File: src/rtl/lcd_scan_pkg.sv
package lcd_scan_pkg;

    localparam int ROWS = 4;

    typedef enum logic [1:0] {
        DRV_STATIC = 2'd0,
        DRV_MUX2   = 2'd1,
        DRV_MUX3   = 2'd2,
        DRV_MUX4   = 2'd3
    } drive_mode_e;

    typedef logic [1:0] lvl_t;

    localparam lvl_t LV_RAIL_LO = 2'd0;
    localparam lvl_t LV_ONE     = 2'd1;
    localparam lvl_t LV_TWO     = 2'd2;
    localparam lvl_t LV_RAIL_HI = 2'd3;

    typedef struct packed {
        drive_mode_e mode;
        logic        psave;
    } scan_cfg_t;

    typedef struct packed {
        logic [1:0] row;
        logic       phase;
    } slot_t;

    // Negative half: mirror around the midpoint; the half-bias midpoint is fixed.
    function automatic lvl_t mirror_lvl(lvl_t v, logic rails_mid, logic phase);
        if (!phase)
            return v;
        if (rails_mid && v == LV_ONE)
            return v;
        return LV_RAIL_HI - v;
    endfunction

    function automatic lvl_t bp_level(logic active, logic rails_mid, logic phase);
        lvl_t base;
        if (active)
            base = LV_RAIL_LO;
        else if (rails_mid)
            base = LV_ONE;
        else
            base = LV_TWO;
        return mirror_lvl(base, rails_mid, phase);
    endfunction

    function automatic lvl_t seg_level(logic lit, logic rails_mid, logic phase);
        lvl_t base;
        if (lit)
            base = LV_RAIL_HI;
        else if (rails_mid)
            base = LV_RAIL_LO;
        else
            base = LV_ONE;
        return mirror_lvl(base, rails_mid, phase);
    endfunction

    // Logical row carried by physical backplane k in a given mode.
    function automatic logic [1:0] bp_row(drive_mode_e m, logic [1:0] k);
        case (m)
            DRV_STATIC: return 2'd0;
            DRV_MUX2:   return {1'b0, k[0]};
            DRV_MUX3:   return (k == 2'd3) ? 2'd1 : k;
            default:    return k;
        endcase
    endfunction

endpackage

File: src/rtl/lcd_scan_timer.sv
module lcd_scan_timer
    import lcd_scan_pkg::*;
#(
    parameter int FRAME_DIV  = 2880,
    parameter int PS_RATIO   = 6,
    parameter int BLINK_LOG2 = 5
) (
    input  logic                  clk,
    input  logic                  rst,
    input  scan_cfg_t             cfg_in,
    output scan_cfg_t             cfg_q,
    output slot_t                 slot_q,
    output logic [BLINK_LOG2+1:0] frame_q
);
    localparam int F_NORM = FRAME_DIV;
    localparam int F_SAVE = FRAME_DIV / PS_RATIO;
    localparam int CNT_W  = $clog2(F_NORM / 2 + 1);

    logic [CNT_W-1:0] cnt_q;
    logic [CNT_W-1:0] slot_len;
    logic             restart;
    logic             slot_end;
    logic             row_last;

    always_comb begin
        case (cfg_q.mode)
            DRV_STATIC: slot_len = cfg_q.psave ? CNT_W'(F_SAVE / 2) : CNT_W'(F_NORM / 2);
            DRV_MUX2:   slot_len = cfg_q.psave ? CNT_W'(F_SAVE / 4) : CNT_W'(F_NORM / 4);
            DRV_MUX3:   slot_len = cfg_q.psave ? CNT_W'(F_SAVE / 6) : CNT_W'(F_NORM / 6);
            default:    slot_len = cfg_q.psave ? CNT_W'(F_SAVE / 8) : CNT_W'(F_NORM / 8);
        endcase
        restart  = (cfg_in != cfg_q);
        slot_end = (cnt_q == slot_len - 1'b1);
        row_last = (slot_q.row == 2'(cfg_q.mode));
    end

    always_ff @(posedge clk) begin
        if (rst) begin
            cfg_q   <= '{mode: DRV_MUX4, psave: 1'b0};
            cnt_q   <= '0;
            slot_q  <= '0;
            frame_q <= '0;
        end else if (restart) begin
            cfg_q   <= cfg_in;
            cnt_q   <= '0;
            slot_q  <= '0;
            frame_q <= '0;
        end else if (slot_end) begin
            cnt_q <= '0;
            if (row_last) begin
                slot_q.row   <= '0;
                slot_q.phase <= ~slot_q.phase;
                if (slot_q.phase)
                    frame_q <= frame_q + 1'b1;
            end else begin
                slot_q.row <= slot_q.row + 1'b1;
            end
        end else begin
            cnt_q <= cnt_q + 1'b1;
        end
    end

    p_row_in_range_r3: assert property (@(posedge clk) disable iff (rst)
        slot_q.row <= 2'(cfg_q.mode));

    p_slot_moves_at_boundary_r2: assert property (@(posedge clk) disable iff (rst)
        !$stable(slot_q) |-> $past(slot_end || restart));

    p_frame_on_negative_end_r2: assert property (@(posedge clk) disable iff (rst)
        (!$stable(frame_q) && !$past(restart)) |-> $fell(slot_q.phase));

endmodule

File: src/rtl/lcd_scan_blink.sv
module lcd_scan_blink
    import lcd_scan_pkg::*;
#(
    parameter int BLINK_LOG2 = 5
) (
    input  logic [1:0]            rate,
    input  logic                  alt,
    input  drive_mode_e           mode,
    input  logic [BLINK_LOG2+1:0] frame_cnt,
    output logic                  blank,
    output logic                  swap
);
    localparam int FC_W  = BLINK_LOG2 + 2;
    localparam int IDX_W = $clog2(FC_W);

    logic [IDX_W-1:0] idx;
    logic             dark_half;
    logic             has_alt_bank;

    always_comb begin
        idx          = IDX_W'(BLINK_LOG2 - 2 + int'(rate));
        dark_half    = (rate != 2'd0) && frame_cnt[idx];
        has_alt_bank = (mode == DRV_STATIC) || (mode == DRV_MUX2);
        swap         = dark_half && alt && has_alt_bank;
        blank        = dark_half && !swap;
    end

endmodule

File: src/rtl/lcd_scan_drive.sv
module lcd_scan_drive
    import lcd_scan_pkg::*;
#(
    parameter int NUM_SEG = 24
) (
    input  logic                     clk,
    input  logic                     rst,
    input  drive_mode_e              mode,
    input  slot_t                    slot,
    input  logic                     bias_half,
    input  logic                     enable,
    input  logic                     out_bank,
    input  logic                     blank,
    input  logic                     swap,
    input  logic [NUM_SEG*ROWS-1:0]  mem,
    output logic [ROWS*2-1:0]        bp_q,
    output logic [NUM_SEG*2-1:0]     seg_q
);
    logic       rails_mid;
    logic       bank_alt;
    logic [1:0] bit_sel;
    lvl_t       bp_d  [ROWS];
    lvl_t       seg_d [NUM_SEG];

    always_comb begin
        rails_mid = bias_half || (mode == DRV_STATIC);
        bank_alt  = (out_bank ^ swap) && ((mode == DRV_STATIC) || (mode == DRV_MUX2));
        bit_sel   = slot.row + (bank_alt ? 2'd2 : 2'd0);
    end

    for (genvar k = 0; k < ROWS; k++) begin : g_bp
        assign bp_d[k] = enable
            ? bp_level(bp_row(mode, 2'(k)) == slot.row, rails_mid, slot.phase)
            : LV_RAIL_LO;
    end

    for (genvar c = 0; c < NUM_SEG; c++) begin : g_seg
        logic lit;
        assign lit      = mem[c*ROWS + int'(bit_sel)] && !blank;
        assign seg_d[c] = enable ? seg_level(lit, rails_mid, slot.phase) : LV_RAIL_LO;
    end

    always_ff @(posedge clk) begin
        if (rst) begin
            bp_q  <= '0;
            seg_q <= '0;
        end else begin
            for (int k = 0; k < ROWS; k++)
                bp_q[k*2 +: 2] <= bp_d[k];
            for (int c = 0; c < NUM_SEG; c++)
                seg_q[c*2 +: 2] <= seg_d[c];
        end
    end

    p_reset_dark_r1: assert property (@(posedge clk) disable iff (rst)
        $past(rst) |-> (bp_q == '0 && seg_q == '0));

    p_disabled_dark_r10: assert property (@(posedge clk) disable iff (rst)
        $past(!enable) |-> (bp_q == '0 && seg_q == '0));

    p_static_shared_r6: assert property (@(posedge clk) disable iff (rst)
        $past(mode == DRV_STATIC) |->
            (bp_q[3:2] == bp_q[1:0] && bp_q[5:4] == bp_q[1:0] && bp_q[7:6] == bp_q[1:0]));

    p_two_row_pairs_r6: assert property (@(posedge clk) disable iff (rst)
        $past(mode == DRV_MUX2) |-> (bp_q[5:4] == bp_q[1:0] && bp_q[7:6] == bp_q[3:2]));

    p_three_row_pair_r6: assert property (@(posedge clk) disable iff (rst)
        $past(mode == DRV_MUX3) |-> (bp_q[7:6] == bp_q[3:2]));

endmodule

File: src/rtl/lcd_scan_seq.sv
module lcd_scan_seq
    import lcd_scan_pkg::*;
#(
    parameter int NUM_SEG    = 24,
    parameter int FRAME_DIV  = 2880,
    parameter int PS_RATIO   = 6,
    parameter int BLINK_LOG2 = 5
) (
    input  logic                    clk,
    input  logic                    rst,
    input  logic [1:0]              drive_mode,
    input  logic                    bias_half,
    input  logic                    disp_en,
    input  logic                    power_save,
    input  logic                    out_bank,
    input  logic [1:0]              blink_rate,
    input  logic                    blink_swap,
    input  logic [NUM_SEG*4-1:0]    disp_mem,
    output logic [7:0]              bp_lvl,
    output logic [NUM_SEG*2-1:0]    seg_lvl
);
    scan_cfg_t             cfg_in;
    scan_cfg_t             cfg_q;
    slot_t                 slot;
    logic [BLINK_LOG2+1:0] frame_cnt;
    logic                  blank;
    logic                  swap;

    assign cfg_in = '{mode: drive_mode_e'(drive_mode), psave: power_save};

    lcd_scan_timer #(
        .FRAME_DIV (FRAME_DIV),
        .PS_RATIO  (PS_RATIO),
        .BLINK_LOG2(BLINK_LOG2)
    ) u_timer (
        .clk    (clk),
        .rst    (rst),
        .cfg_in (cfg_in),
        .cfg_q  (cfg_q),
        .slot_q (slot),
        .frame_q(frame_cnt)
    );

    lcd_scan_blink #(
        .BLINK_LOG2(BLINK_LOG2)
    ) u_blink (
        .rate     (blink_rate),
        .alt      (blink_swap),
        .mode     (cfg_q.mode),
        .frame_cnt(frame_cnt),
        .blank    (blank),
        .swap     (swap)
    );

    lcd_scan_drive #(
        .NUM_SEG(NUM_SEG)
    ) u_drive (
        .clk      (clk),
        .rst      (rst),
        .mode     (cfg_q.mode),
        .slot     (slot),
        .bias_half(bias_half),
        .enable   (disp_en),
        .out_bank (out_bank),
        .blank    (blank),
        .swap     (swap),
        .mem      (disp_mem),
        .bp_q     (bp_lvl),
        .seg_q    (seg_lvl)
    );

endmodule

File: config.mk
export PLATFORM = sky130hd
export DESIGN_NAME = lcd_scan_seq
export DESIGN_NICKNAME = d
export VERILOG_FILES = /design/src/rtl/lcd_scan_pkg.sv /design/src/rtl/lcd_scan_timer.sv /design/src/rtl/lcd_scan_blink.sv /design/src/rtl/lcd_scan_drive.sv /design/src/rtl/lcd_scan_seq.sv
export SDC_FILE = /design/constraint.sdc
export NUM_CORES = 1
export LEC_CHECK = 0
export ABC_AREA = 1
export BUFFER_PORTS_ARGS = -buffer_cell sky130_fd_sc_hd__buf_2
export CORE_AREA = 3 3 133 135
export DETAILED_ROUTE_END_ITERATION = 6
export DIE_AREA = 0 0 136 138
export SLEW_MARGIN = 20
export SYNTH_ARGS = -nofsm -noshare
export SYNTH_HDL_FRONTEND = slang
export SYNTH_SLANG_ARGS = --single-unit
File: constraint.sdc
create_clock -name clk -period 2.4 [get_ports clk]
set_clock_uncertainty 0.05 [all_clocks]
set_input_delay 0.48 -clock clk [delete_from_list [all_inputs] [get_ports clk]]
set_output_delay 0.48 -clock clk [all_outputs]
set_load 0.01 [all_outputs]
; Word level (Yosys, flattened, before mapping)
; Cells that the tools add are included.
[totals]
regBits = 80
in_bits = 107
out_inout_bits = 56
[op_classes]
add_sub_neg = 57
n_lt_le_gt_ge = 25
eq_ne = 36
n_mux = 281
bitwise = 3
n_reduce_logical = 71
[ops]
columns = cell, count
row1 = < comparator 32 x 9 -> 1 bit (second input constant), 23
row2 = two-way mux 2 bit, 144
row3 = binary-select mux 1 bit (select 7 bit), 23
row4 = two-way mux 1 bit, 106
row5 = adder 7 x 2 -> 8 bit (first input constant), 8
row6 = equality test 2 x 1 -> 1 bit (second input constant), 29
row7 = logical AND 1 bit, 57
row8 = adder 6 x 2 -> 7 bit (first input constant), 8
row9 = subtractor 2 bit (first input constant), 28
row10 = case mux 11 bit (3 select lines), 1
row11 = adder 5 x 2 -> 6 bit (first input constant), 4
row12 = two-way mux 9 bit, 2
row13 = adder 11 x 1 -> 11 bit (second input constant), 1
row14 = equality test 11 bit, 1
row15 = two-way mux 11 bit, 1
row16 = subtractor 11 x 1 -> 11 bit (second input constant), 1
row17 = adder 4 x 2 -> 5 bit (first input constant), 2
row18 = two-way mux 10 bit, 1
row19 = < comparator 2 x 8 -> 1 bit (second input constant), 1
row20 = OR reduction 2 bit, 4
row21 = adder 7 x 1 -> 7 bit (second input constant), 1
row22 = equality test 2 bit, 3
row23 = adder 3 x 2 -> 4 bit (first input constant), 1
row24 = zero test 2 bit, 2
row25 = other kinds (18), 21

; Depth between registers and ports, before layout
[logic_depth]
depth_word = 22
mapped_depth = 16
ltp_nobuf = 15

; Hierarchy
; A second synthesis with hierarchy kept.
[unflattened]
cells_unflattened = 773
area_unflattened_um2 = 5032.3
[modules_own_cells]
columns = mod, n_inst, cells_each, area_per_inst_um2, seq_area_each_um2
row1 = lcd_scan_drive, 1, 499, 3278.1, 1121.1
row2 = lcd_scan_timer, 1, 256, 1674.1, 480.5
row3 = lcd_scan_blink, 1, 18, 80.1, 0.0

; Least setup slack after synthesis
; No wires, ideal clock.
[synth_path]
kind = input -> register
start = input blink_rate[0]
end = register u_drive.seg_q[14]
setup_time_ns = 0.131
arrival_ns = 2.001
path_slack_ns = 0.218
path_stages = 16
path_cell_list = inv_2 > ha_1 > inv_1 > nand3_1 > nand2_1 > nand2_1 > nand4_1 > nand2_2 > nand2_2 > nand2_4 > buf_6 > nand3_2 > nand3_1 > nand2_1 > nand2_1 > a21oi_2
[synth_between]
elab_chain_len = 22
word_cells_on_any_way = 29
cone_classes = add/sub: 4 / eq/ne: 1 / mux: 13 / bitwise: 1 / reduce/logical: 10
[synth_rtl]
columns = item, line_no
row1 = start: declaration, lcd_scan_seq.sv:16  ; input logic [1:0] blink_rate,
row2 = adder 2 x 2 -> 3 bit, lcd_scan_blink.sv:21  ; idx = IDX_W'(BLINK_LOG2 - 2 + int'(rate));
row3 = binary-select mux 1 bit (select 3 bit), lcd_scan_blink.sv:22  ; dark_half = (rate != 2'd0) && frame_cnt[idx];
row4 = two-way mux 1 bit (implied by the code), lcd_scan_blink.sv:22
row5 = logical AND 1 bit (*), lcd_scan_blink.sv:22
row6 = logical AND 1 bit (2 in a row), lcd_scan_blink.sv:24  ; swap = dark_half && alt && has_alt_bank;
row7 = bitwise XOR 1 bit, lcd_scan_drive.sv:27  ; bank_alt = (out_bank ^ swap) && ((mode == DRV_STATIC) || (mode == DRV_MUX2));
row8 = logical AND 1 bit, lcd_scan_drive.sv:27
row9 = two-way mux 2 bit, lcd_scan_drive.sv:28  ; bit_sel = slot.row + (bank_alt ? 2'd2 : 2'd0);
row10 = [... 3 more ...], -
row11 = two-way mux 1 bit (implied by the code) (2 in a row), lcd_scan_drive.sv:39  ; assign lit = mem[c*ROWS + int'(bit_sel)] && !blank;
row12 = logical AND 1 bit (*), lcd_scan_drive.sv:39
row13 = two-way mux 2 bit (*), lcd_scan_pkg.sv:51  ; if (lit)
row14 = equality test 2 x 1 -> 1 bit, lcd_scan_pkg.sv:33  ; if (rails_mid && v == LV_ONE)
row15 = logical AND 1 bit, lcd_scan_pkg.sv:33
row16 = two-way mux 1 bit (2 in a row), lcd_scan_pkg.sv:33
row17 = two-way mux 2 bit, lcd_scan_pkg.sv:35  ; return LV_RAIL_HI - v;
row18 = two-way mux 2 bit (*), lcd_scan_pkg.sv:33
row19 = end signal: indexed assignment, lcd_scan_drive.sv:51  ; seg_q[c*2 +: 2] <= seg_d[c];
row20 = end: declaration, lcd_scan_drive.sv:17  ; output logic [NUM_SEG*2-1:0] seg_q
; Mark *: on every way between the ends. The rest lies on a longest branch, timed or not. The select of a mux whose other input is x is not followed.
; A chain may end at the register's enable or synchronous reset.

; Worst setup path in the final report
[layout_path]
start = register, netlist name u_timer.cfg_q[2]
end = register u_timer.frame_q[3]
[layout_between]
elab_chain_len = 5
word_cells_on_any_way = 10
cone_classes = add/sub: 1 / eq/ne: 5 / mux: 1 / reduce/logical: 3
[layout_rtl]
columns = item, line_no
row1 = equality test 2 bit (tied with other cells), lcd_scan_timer.sv:26  ; case (cfg_q.mode)
row2 = case mux 11 bit (3 select lines), lcd_scan_timer.sv:26
row3 = subtractor 11 x 1 -> 11 bit, lcd_scan_timer.sv:33  ; slot_end = (cnt_q == slot_len - 1'b1);
row4 = equality test 11 bit, lcd_scan_timer.sv:33
row5 = AND reduction 3 bit (no source line), -
row6 = end signal: assignment, lcd_scan_timer.sv:54  ; frame_q <= frame_q + 1'b1;
row7 = end: declaration, lcd_scan_timer.sv:13  ; output logic [BLINK_LOG2+1:0] frame_q
; Parallel ways exist; a longest one is shown, timed or not.

==> flow_summary.ini <==
[run_status]
outcome = finished, final reports clean

[sta]
setup_tns_ns = 0
max_freq_mhz = 459
fin_crit_sh = 0.908
min_period_ns = 2.18
slew_headroom = 0.660
setup_viol = 0
tightest_slew_ns = 0.510
drv_slew = 0
final-hold-violation-count = 0

[final_layout]
antenna_cells = 0
area_growth_pct = 31.4
fill_cells = 1759
fin_area_sq_um = 6520
layout.nets = 936
drive_above_1_share = 0.350

[synth]
synth_top_area_frac = 0.323
netlist_top_cells_count = nand2_1 (144), dfxtp_1 (80), nand3_1 (68)
synthesis.area_sq_um = 4960
synth_compound_area_frac = 0.0761
yosysTopAreaCell = dfxtp_1
async_reset_ff_frac = 0
synth.most_common_cell = nand2_1
synth_top_family_by_area = simple AND/OR/NAND/NOR gates
ys_types = 45
synth-seq-cells = 80
yosysWarnings = 0
synth-edff-count = 0
synth_simple_gate_area_frac = 0.368
synthFlopType = dfxtp_1
synthMuxAreaShare = 0.0968
synth_nets = 775
synthAdderAreaFrac = 0.0252
yosys-top-cells-area = dfxtp_1 (32%), nand2_1 (11%), mux2i_1 (9.7%), nand3_2 (8.7%), nand3_1 (6.9%)
syn_inst = 658
yosys.area_share.xor_xnor = 0.0335
postSynthAreaPerCell_sq_um = 7.54
ys_seq_area_frac = 0.323

[setup_path]
end_kind = register
path_buf_inv = 3
crit_type = reg2reg
timing.critical_path.cells = inv_2 -> ha_2 -> a21oi_2 -> inv_1 -> nor2_4 -> nand2_1 -> nand2_1 -> a21o_1 -> nand2_2 -> nor2_4 -> nand4_4 -> buf_4 -> nand2_1 -> a21oi_1
critPathTopFamily = simple AND/OR/NAND/NOR gates
r2r_cells = 14
critPathMaxFanout = 5
arrival_ns = 2.37
timing.critical_path.mode_cell = nand2_1
crit_slowest_cell = dfxtp_2
cpPeakStageDelay_ns = 0.36
worstPathRequired_ns = 2.59
rrSetupSlack_ns = 0.22
r2r-end = u_timer.frame_q[3]
reg2reg_from = u_timer.cfg_q[2]
cp-start-kind = register

[clocking]
clock_path_buffers = 2
clk_pin_slew_worst_paths_ns = 0.06
cts_tree = done
insertion_delay_ns = 0.34
cts_hold_buf = 0
cts-root-buf = clkbuf_16
htreeDepth = 3
cts_num_sinks = 80
cts_inserted_buffers = 9

[global_route]
grt_pass1_wl_microns = 23300
grt_util_all_layers = 0.152
antenna_found_initial = 0
grt_max_degree = 49
overflow = 0
grt_pass1_vias = 4680

[die]
die_w_microns = 136
dieArea_sq_um = 18800
core-area_sq_um = 16600
io_pins = 163
start_util = 0.299
rows = 47
die_y_microns = 138

[drt]
ant_nets = 0
drtIter0Drc = 227
vias_per_cell = 4.66
vias = 4870
totalWireLength_microns = 14300
drc_errors = 0
wl_per_cell_microns = 13.7
dr.pass1.iters = 4

[run]
max_cap_violations = 0

[hold_path]
hold_class = in2reg
worstHoldStart = rst
whs_path_depth = 2
whs_endpoint = u_timer.cfg_q[0]

[place]
io_buffers = 162
placed_area_sq_um = 6120
hpwlAfterDp_microns = 10500
gp_congestion = 0.838

[power]
p_per_area_nw_per_um2 = 534
p_leak_uw = 0.00305
ir_worst_vdd_mv = 0.367
## routing by layer
metal,part of all wire,wire (microns),GRT usage
met1,0.48,6930,0.205
met3,0.053,753,0.0334
met2,0.45,6410,0.245
met5,0,0,0
met4,0.016,229,0.0440
## flip-flops by register name (all words and copies together), names as in the netlist
register         flops
u_drive.bp_q         8
u_timer.frame_q      7
u_timer.cfg_q        3
u_timer.cnt_q       11
u_drive.seg_q       48
u_timer.slot_q       3
## where the power goes
part	switching, uW	internal, uW	total (uW)
sequential	19.6	1380	1400
clock	539	918	1460
combinational	360	261	621
## stage by stage
| step | hold WS, ns | setup WS [ns] | cells | util | total power, uW |
|---|---|---|---|---|---|
| global route | 0.266 | -0.00411 | 1044 | 0.393 | 3660 |
| CTS | 0.255 | 0.0649 | 1041 | 0.388 | 3510 |
| finish | 0.269 | 0.220 | 1044 | 0.393 | 3480 |
| global placement | 0.382 | -0.0791 | 1025 | 0.369 | 2040 |
| detailed placement | 0.386 | -0.100 | 1025 | 0.369 | 2040 |
| floorplan | 0.368 | 0.218 | 658 | - | 1800 |
## final cells by class
type	instances	area (sq um)	share of cell area
repair buffers	188	1090	0.168
well taps	220	275	0.0422
multi-input cells	494	3050	0.467
clock inverters	2	35.0	0.00537
flip-flops and latches	80	1610	0.246
clock buffers	14	284	0.0435
inverters	46	180	0.0276
## worst max-delay path by stage
stage	start	endpoint	slack, ns	cells after the start
6_report	u_timer.cfg_q[2]	u_timer.frame_q[3]	0.22	14
5_1_grt	u_timer.cfg_q[1]	u_drive.seg_q[14]	-0.004	12
4_1_cts	u_timer.cfg_q[1]	u_timer.frame_q[2]	0.06	15
3_5_place_dp	blink_rate[0]	u_drive.seg_q[32]	-0.10	15
3_3_place_gp	blink_rate[0]	u_drive.seg_q[32]	-0.08	15
2_1_floorplan	blink_rate[0]	u_drive.seg_q[14]	0.22	16
## worst reg2reg max path: stages (launching register included)
cell and delay, ns:
dfxtp_2 0.36, inv_2 0.07, ha_2 0.20, a21oi_2 0.20, inv_1 0.09, nor2_4 0.11, nand2_1 0.09, nand2_1 0.09
a21o_1 0.12, nand2_2 0.06, nor2_4 0.16, nand4_4 0.17, buf_4 0.18, nand2_1 0.04, a21oi_1 0.06
## cell usage in the layout, fill, tap and decap left out, types with 2 or more instances in the layout
master	instances
clkbuf_16	9
nand3_2	45
nand2_2	6
inv_1	37
buf_12	7
buf_2	162
ha_1	7
mux2i_1	48
nor2_2	2
o21ai_0	6
dfxtp_1	76
nor2_1	47
clkinv_1	2
a21oi_1	51
nand2_1	142
nand4_2	2
nor3_1	3
dfxtp_2	4
a211oi_1	2
nand3_1	66
clkbuf_8	4
or2_2	2
inv_2	5
xor2_1	14
nor3b_2	3
ha_4	2
buf_4	19
xnor2_1	5
nand4_1	19
nor2_4	3
a21oi_2	3
## cells by family after synthesis
group	after synthesis
compound gates	69
flops	80
xor+xnor	19
simple gates	347
buf+inv	85
fa+ha+maj	10
mux	48
## timing repair
action | in CTS | in global routing
endpoints found under the setup margin | 1 | 69
pin swaps | 0 | 1
resized for setup | 1 | 15
setup buffers | 0 | 2
endpoints found under the hold margin | 0 | 0
gates cloned | 0 | 1
No activity file was read; power rests on OpenSTA's default activity.
